==> src/rtl/i2c_mem_pkg.sv <==
package i2c_mem_pkg;
  typedef enum logic [3:0] {
    ST_IDLE, ST_SEL, ST_SEL_ACK, ST_WADDR, ST_WADDR_ACK,
    ST_WDATA, ST_WDATA_ACK, ST_RDATA, ST_RACK
  } ctl_state_e;

  localparam logic [3:0] SEL_PREFIX = 4'b1010;

  // number of select bits that carry memory address instead of strap value
  function automatic int unsigned hi_bits(int unsigned aw);
    return (aw > 8) ? aw - 8 : 0;
  endfunction
endpackage

==> src/rtl/i2c_mem_line_sync.sv <==
module i2c_mem_line_sync (
  input  logic clk_i,
  input  logic rst_ni,
  input  logic scl_i,
  input  logic sda_i,
  output logic scl_rise_o,
  output logic scl_fall_o,
  output logic sda_o,
  output logic start_o,
  output logic stop_o
);
  // [0],[1] synchronizer, [2] previous synchronized sample
  logic [2:0] scl_q, sda_q;

  always_ff @(posedge clk_i or negedge rst_ni) begin
    if (!rst_ni) begin
      scl_q <= '1;
      sda_q <= '1;
    end else begin
      scl_q <= {scl_q[1:0], scl_i};
      sda_q <= {sda_q[1:0], sda_i};
    end
  end

  assign scl_rise_o = scl_q[1] & ~scl_q[2];
  assign scl_fall_o = ~scl_q[1] & scl_q[2];
  assign sda_o      = sda_q[1];
  assign start_o    = scl_q[1] & scl_q[2] & sda_q[2] & ~sda_q[1];
  assign stop_o     = scl_q[1] & scl_q[2] & ~sda_q[2] & sda_q[1];
endmodule

==> src/rtl/i2c_mem_addr_ctr.sv <==
module i2c_mem_addr_ctr #(
  parameter int unsigned ADDR_W = 9,
  parameter int unsigned PAGE_W = 4
) (
  input  logic              clk_i,
  input  logic              rst_ni,
  input  logic              load_i,
  input  logic [ADDR_W-1:0] load_val_i,
  input  logic              inc_page_i,
  input  logic              inc_full_i,
  output logic [ADDR_W-1:0] addr_o
);
  localparam int unsigned PW = (PAGE_W < ADDR_W) ? PAGE_W : ADDR_W;

  logic [ADDR_W-1:0] addr_q, page_next;

  generate
    if (PW == ADDR_W) begin : g_flat
      assign page_next = addr_q + ADDR_W'(1);
    end else begin : g_page
      assign page_next = {addr_q[ADDR_W-1:PW], addr_q[PW-1:0] + PW'(1)};


      page_hold_chk: assert property (@(posedge clk_i) disable iff (!rst_ni)
        (inc_page_i && !load_i && !inc_full_i) |=>
          (addr_q[ADDR_W-1:PW] == $past(addr_q[ADDR_W-1:PW])));
    end
  endgenerate

  always_ff @(posedge clk_i or negedge rst_ni) begin
    if (!rst_ni)         addr_q <= '0;
    else if (load_i)     addr_q <= load_val_i;
    else if (inc_full_i) addr_q <= addr_q + ADDR_W'(1);
    else if (inc_page_i) addr_q <= page_next;
  end

  assign addr_o = addr_q;


  wrap_zero_chk: assert property (@(posedge clk_i) disable iff (!rst_ni)
    (inc_full_i && !load_i && (&addr_q)) |=> (addr_q == '0));
endmodule

==> src/rtl/i2c_mem_slave.sv <==
module i2c_mem_slave
  import i2c_mem_pkg::*;
#(
  parameter int unsigned ADDR_W = 9,
  parameter int unsigned PAGE_W = 4
) (
  input  logic              clk_i,
  input  logic              rst_ni,
  input  logic              scl_i,
  input  logic              sda_i,
  output logic              sda_oe_o,
  input  logic [2:0]        strap_i,
  input  logic              wp_i,
  input  logic              busy_i,
  output logic              wr_en_o,
  output logic [ADDR_W-1:0] wr_addr_o,
  output logic [7:0]        wr_data_o,
  output logic              commit_o,
  output logic [ADDR_W-1:0] rd_addr_o,
  input  logic [7:0]        rd_data_i
);
  localparam int unsigned HI_N = hi_bits(ADDR_W);
  localparam int unsigned HI_W = (HI_N > 0) ? HI_N : 1;

  logic scl_rise, scl_fall, sda_s, start_det, stop_det;

  i2c_mem_line_sync u_sync (
    .clk_i, .rst_ni, .scl_i, .sda_i,
    .scl_rise_o(scl_rise), .scl_fall_o(scl_fall), .sda_o(sda_s),
    .start_o(start_det), .stop_o(stop_det)
  );

  ctl_state_e        state_q;
  logic [2:0]        bit_cnt_q;
  logic [6:0]        sh_q;
  logic [7:0]        tx_q, rx_byte, wr_data_q;
  logic [HI_W-1:0]   sel_hi_q;
  logic              ack_q, ack_ph_q, rw_q, oe_q, wr_pend_q, wr_en_q, commit_q;
  logic [ADDR_W-1:0] addr, load_val, wr_addr_q;
  logic              sel_match, byte_end, ld_addr, wr_take, rd_take;

  assign rx_byte = {sh_q, sda_s};

  always_comb begin
    sel_match = (rx_byte[7:4] == SEL_PREFIX);
    for (int i = 0; i < 3; i++) begin
      if (i >= int'(HI_N) && rx_byte[i+1] != strap_i[i]) sel_match = 1'b0;
    end
  end

  generate
    if (HI_N > 0) begin : g_hi
      assign load_val = {sel_hi_q[HI_N-1:0], rx_byte};
    end else begin : g_lo
      assign load_val = rx_byte[ADDR_W-1:0];
    end
  endgenerate

  assign byte_end = scl_rise && (bit_cnt_q == 3'd7);
  assign ld_addr  = byte_end && (state_q == ST_WADDR);
  assign wr_take  = byte_end && (state_q == ST_WDATA) && !wp_i;
  assign rd_take  = scl_fall && ack_ph_q &&
                    ((state_q == ST_SEL_ACK && rw_q) || state_q == ST_RACK);

  i2c_mem_addr_ctr #(.ADDR_W(ADDR_W), .PAGE_W(PAGE_W)) u_addr (
    .clk_i, .rst_ni,
    .load_i(ld_addr), .load_val_i(load_val),
    .inc_page_i(wr_take), .inc_full_i(rd_take),
    .addr_o(addr)
  );

  always_ff @(posedge clk_i or negedge rst_ni) begin
    if (!rst_ni) begin
      state_q   <= ST_IDLE;
      bit_cnt_q <= '0;
      sh_q      <= '0;
      tx_q      <= '0;
      sel_hi_q  <= '0;
      ack_q     <= 1'b0;
      ack_ph_q  <= 1'b0;
      rw_q      <= 1'b0;
      oe_q      <= 1'b0;
      wr_pend_q <= 1'b0;
      wr_en_q   <= 1'b0;
      wr_addr_q <= '0;
      wr_data_q <= '0;
      commit_q  <= 1'b0;
    end else begin
      wr_en_q  <= wr_take;
      commit_q <= stop_det && wr_pend_q;
      if (wr_take) begin
        wr_addr_q <= addr;
        wr_data_q <= rx_byte;
        wr_pend_q <= 1'b1;
      end
      if (start_det) begin
        state_q   <= ST_SEL;
        bit_cnt_q <= '0;
        oe_q      <= 1'b0;
        ack_ph_q  <= 1'b0;
      end else if (stop_det) begin
        state_q   <= ST_IDLE;
        oe_q      <= 1'b0;
        ack_ph_q  <= 1'b0;
        wr_pend_q <= 1'b0;
      end else begin
        unique case (state_q)
          ST_SEL, ST_WADDR, ST_WDATA: if (scl_rise) begin
            sh_q      <= rx_byte[6:0];
            bit_cnt_q <= bit_cnt_q + 3'd1;
            if (bit_cnt_q == 3'd7) begin
              unique case (state_q)
                ST_SEL: begin
                  state_q  <= ST_SEL_ACK;
                  ack_q    <= sel_match && !busy_i;
                  rw_q     <= rx_byte[0];
                  sel_hi_q <= rx_byte[HI_W:1];
                end
                ST_WADDR: begin
                  state_q <= ST_WADDR_ACK;
                  ack_q   <= 1'b1;
                end
                default: begin
                  state_q <= ST_WDATA_ACK;
                  ack_q   <= !wp_i;
                end
              endcase
            end
          end
          ST_SEL_ACK, ST_WADDR_ACK, ST_WDATA_ACK: if (scl_fall) begin
            if (!ack_ph_q) begin
              if (ack_q) begin
                oe_q     <= 1'b1;
                ack_ph_q <= 1'b1;
              end else begin
                state_q <= ST_IDLE;
              end
            end else begin
              ack_ph_q  <= 1'b0;
              bit_cnt_q <= '0;
              if (state_q == ST_SEL_ACK && rw_q) begin
                state_q <= ST_RDATA;
                tx_q    <= rd_data_i;
                oe_q    <= ~rd_data_i[7];
              end else begin
                oe_q    <= 1'b0;
                state_q <= (state_q == ST_SEL_ACK) ? ST_WADDR : ST_WDATA;
              end
            end
          end
          ST_RDATA: begin
            if (scl_rise) begin
              bit_cnt_q <= bit_cnt_q + 3'd1;
              if (bit_cnt_q == 3'd7) state_q <= ST_RACK;
            end else if (scl_fall) begin
              oe_q <= ~tx_q[~bit_cnt_q];
            end
          end
          ST_RACK: begin
            if (scl_rise) begin
              if (sda_s) state_q <= ST_IDLE;
              else       ack_ph_q <= 1'b1;
            end else if (scl_fall) begin
              if (!ack_ph_q) begin
                oe_q <= 1'b0;
              end else begin
                ack_ph_q  <= 1'b0;
                bit_cnt_q <= '0;
                tx_q      <= rd_data_i;
                oe_q      <= ~rd_data_i[7];
                state_q   <= ST_RDATA;
              end
            end
          end
          default: ;
        endcase
      end
    end
  end

  assign sda_oe_o  = oe_q;
  assign wr_en_o   = wr_en_q;
  assign wr_addr_o = wr_addr_q;
  assign wr_data_o = wr_data_q;
  assign commit_o  = commit_q;
  assign rd_addr_o = addr;


  oe_change_chk: assert property (@(posedge clk_i) disable iff (!rst_ni)
    !$stable(oe_q) |-> $past(scl_fall || start_det || stop_det));


  commit_stop_chk: assert property (@(posedge clk_i) disable iff (!rst_ni)
    commit_o |-> $past(stop_det));


  wp_block_chk: assert property (@(posedge clk_i) disable iff (!rst_ni)
    wr_en_o |-> $past(!wp_i));


  busy_nack_chk: assert property (@(posedge clk_i) disable iff (!rst_ni)
    (state_q == ST_SEL && byte_end && busy_i && !start_det && !stop_det) |=> !ack_q);
endmodule

==> config.mk <==
export PLATFORM = sky130hd
export DESIGN_NAME = i2c_mem_slave
export DESIGN_NICKNAME = d
export VERILOG_FILES = /design/src/rtl/i2c_mem_pkg.sv /design/src/rtl/i2c_mem_line_sync.sv /design/src/rtl/i2c_mem_addr_ctr.sv /design/src/rtl/i2c_mem_slave.sv
export SDC_FILE = /design/constraint.sdc
export NUM_CORES = 1
export LEC_CHECK = 0
export ABC_AREA = 1
export BUFFER_PORTS_ARGS = -buffer_cell sky130_fd_sc_hd__buf_2
export CAP_MARGIN = 20
export CORE_MARGIN = 2
export CORE_UTILIZATION = 62
export DETAILED_ROUTE_END_ITERATION = 8
export HOLD_SLACK_MARGIN = 0.08
export PLACE_DENSITY_LB_ADDON = 0.25
export SLEW_MARGIN = 20
export SYNTH_ARGS = -nofsm -noshare
export SYNTH_HDL_FRONTEND = slang
export SYNTH_SLANG_ARGS = --single-unit
==> constraint.sdc <==
create_clock -name clk_i -period 5.7 [get_ports clk_i]
set_clock_uncertainty 0.15 [all_clocks]
set_input_delay 0.285 -clock clk_i [delete_from_list [all_inputs] [get_ports clk_i]]
set_output_delay 0.285 -clock clk_i [all_outputs]
set_load 0.02 [all_outputs]
==> metrics list <==
- Worst reg-to-reg setup slack: 3080 ps
- After technology mapping, the gate count stands at 414.
- Averaged over all synthesized cells, the footprint is 8.13 µm².
- In this run the core area contains 26 standard-cell rows.
- The H-tree generated during clock tree synthesis spans 3 levels.
- In the final layout, the multi-input gates occupy 1550 µm².
- The total count of hold-check failures in the final report came to 0.
* Die X: 77.7 µm
- Final GP Congestion: 0.889
- The first detailed-routing pass took 4 iterations.
- In this run the cell area measured after placement is 3610 µm².
- The top cell type by area accounts for 41.7% of the synthesized area.
- Leaving out fill and tap cells, the most frequent cell in the layout is nand2_1.
- Top cells by area, synth: dfrtp_1 42%, nand2_1 13%, o21ai_2 6.0%, nand3_1 5.7%, inv_1 5.1%
- Final routed wirelength across all metal layers: 7780 µm
* Global route overflow: 0
- IO Pins: 46
- The area growth from synthesis to layout is 16.7%.
- STA classifies the critical path endpoint as a register.
- Result of the run: complete, no violations
- Synthesis produced a netlist with a net count of 437.
- CTS buffer count: 9
- In this run the critical register-to-register path is launched from u_sync.scl_q[1].
* Footprint of the flip-flops and latches: 1560 µm²
* Final worst path period share: 46.0%
- Summed over all nets, the half-perimeter wirelength after detailed placement is 5280 µm.
* R2r worst-path depth: 8
- Post-route standard cell area excluding fillers: 3930 µm²
* Data arrival at the endpoint of the critical path: 2680 ps
* Unrepaired setup endpoints after global routing: false
- Sequential share of the synthesized area: 46.3%
* Standard cell core area: 5170 µm²
- STA classifies the critical path startpoint as a register.
- Total die area: 6030 µm²
* Maximum root-to-sink buffer count: 2
- VDD IR max: 0.216 mV
- After clock tree synthesis, the clock-pin slew on the worst setup and hold paths is 70 ps.
* Proportion of layout cells with a drive suffix above 1: 23.4%
- The top cell types in the final layout, fill and taps aside, are 117 x nand2_1, 56 x dfrtp_1, 46 x inv_1.
- Class of the tightest hold or removal check: primary input to register
- After the last flow step, the layout net total stands at 496.
- CTS placed an instance of clkbuf_8 at the clock tree root.
* Average wire length per cell after detail routing: 14.2 µm
- CTS tree: built
* Slew @ Worst Pin: 778 ps
- Final critical delay including setup and external delays: 2620 ps
* IO buf count: 44
- The detailed router finished its first iteration with 240 violations.
- For the worst setup path, the data required time is 5760 ps.
- After filler insertion, the fill cell instance count of the layout stands at 370.
- Of all cell types, the one taking the most synthesized area is dfrtp_1.
- Finish-stage setup viols: 0
- In this run, distinct cell masters in the synthesized netlist total 35.
- Max Cap Viol: 0
- Via count of the first global-routing pass: 2,881
* Max Fanout on Critical Path: 11
- The max-slew violation count was 0.
* Yosys warning count: 0
* Endpoint of the worst-slack reg-to-reg timing path: u_addr.addr_o[1]
* Wire length of the first global-routing pass: 13,200 µm
* Pin count of the biggest net entering global routing: 63
- Setup tns final: 0 ps
- Measured along the y axis, the die boundary spans 77.7 µm.
* Cell leakage power: 0.00203 µW
* Antenna cell count: 0
- Buffers added to address setup during post-CTS repair amount to 0.
* Number of antenna violations at the first check in global routing: 0
- At the later pin of the worst-skew pair, clock insertion delay measures 330 ps.
- The tree built by TritonCTS fans out to 62 sinks.
- In this run, synthesis produced a sequential element count of 62.
* Maximum achievable frequency: 382 MHz
- The initial utilization of the core area, before any placement, comes to 65.0%.
* Netlist Area Pre-Place: 3360 µm²
- Number of instances on the worst hold path: 3
- After detailed routing, the number of vias per cell comes to 5.40.
- For this run, the total global-route usage over all layers was measured as 27.9%.
- The worst hold path begins at rd_data_i[7].
- Headroom to the max-slew limit: 48.1%
- The path with the worst hold slack has its endpoint at tx_q[7].
- In this run the power density over the cells is 344 nW/µm².
- The routed layout has 2,959 vias.
* Remaining antenna violation count: 0
- The worst setup path is of the register to register kind.
* DRC errors left: 0
worst max-delay path: stages (launching register included):
cell	delay [ps]
dfstp_2	560
ha_1	240
nand2_1	210
nor2_1	610
inv_1	230
nand2_2	230
nor2_2	100
nand2_1	100
o21ai_1	70
cell families (layout without fill, tap and decap cells):
group                    after synthesis  in the layout  synth area share, %
adder cells (fa/ha/maj)                6              6                 2.23
AND/OR/NAND/NOR                      220            220                 29.8
XOR/XNOR                               3              3                0.781
flip-flops                            62             62                 46.3
buffers and inverters                 58            122                 7.74
AO/OA/AOI/OAI                         65             65                 13.1
how the worst max path moves through the flow:
stage,depth (start not counted),end,slack (ps),start
floorplan,8,state_q[0],3860,u_sync.scl_q[1]
global placement,8,u_addr.addr_o[2],3210,u_sync.scl_q[1]
detailed placement,8,u_addr.addr_o[3],3140,u_sync.scl_q[1]
CTS,8,u_addr.addr_o[1],3100,u_sync.scl_q[1]
global route,8,u_addr.addr_o[3],2880,u_sync.scl_q[1]
finish,8,u_addr.addr_o[1],3080,u_sync.scl_q[1]
cell usage after synthesis:
library cell  number
a21oi_4            1
buf_2              2
inv_2              3
dfrtp_1           56
buf_4              2
o221ai_1           1
nand3_2            2
o21ai_0           15
inv_4              1
nand3_1           38
nand3_4            1
ha_1               6
nand3b_1           2
a31oi_1            1
nand2_1          117
o21ai_2           23
a21oi_1            4
buf_6              4
nor2_4             1
nor2_1            37
nor2_2             2
or2_2              2
nor3_1             1
nand2_2            4
nor3_2             1
nor3_4             1
xor2_1             3
nand4_1            9
nand2_4            1
dfstp_2            6
inv_1             46
o211ai_1           4
a21oi_2            1
nand4_4            1
o21ai_1           15
per-stage QoR:
stage / worst slack, ps / util (%) / power (µW) / hold slack [ps] / std cells
floorplan: 3860 / - / 847 / -161 / 414
global placement: 3210 / 69.8 / 946 / 197 / 521
detailed placement: 3140 / 69.8 / 956 / 198 / 521
CTS: 3100 / 75.9 / 1350 / 89.0 / 548
global route: 2880 / 75.9 / 1440 / 119 / 548
finish: 3080 / 75.9 / 1350 / 92.8 / 548
routing by layer:
| metal | wire [µm] | GRT usage, % | share of wire (%) |
|---|---|---|---|
| met5 | 0 | 0 | 0 |
| met4 | 138 | 10.4 | 1.8 |
| met3 | 334 | 4.42 | 4.3 |
| met2 | 3700 | 44.3 | 48 |
| met1 | 3610 | 38.7 | 46 |
final cells by class:
class	instances	area share (%)
flip-flops and latches	62	39.7
multi-input cells	294	39.4
repair buffers	56	8.61
clock buffers	14	4.91
inverters	50	4.85
well taps	70	2.23
clock inverters	2	0.319
state kept, by name (all words and copies together), names as in the netlist:
| name | flops |
|---|---|
| tx_q | 8 |
| u_sync.sda_q | 3 |
| wr_pend_q | 1 |
| sel_hi_q | 1 |
| sh_q | 7 |
| rw_q | 1 |
| ack_ph_q | 1 |
| ack_q | 1 |
| u_sync.scl_q | 3 |
| wr_en_o | 1 |
| u_addr.addr_o | 9 |
| wr_data_o | 8 |
| state_q | 4 |
| sda_oe_o | 1 |
| bit_cnt_q | 3 |
| commit_o | 1 |
| wr_addr_o | 9 |
repair_timing:
item	CTS	global route
setup endpoints to repair	0	0
hold buffers	11	0
gates resized for setup	0	0
hold endpoints to repair	66	0
power breakdown:
part | internal, µW | leakage [µW] | switching (µW)
combinational | 136 | 0.00118 | 286
clock | 217 | 0.000105 | 168
sequential | 491 | 0.000750 | 54.2
total | 844 | 0.00203 | 508
Power figures use the tool's default switching activity.
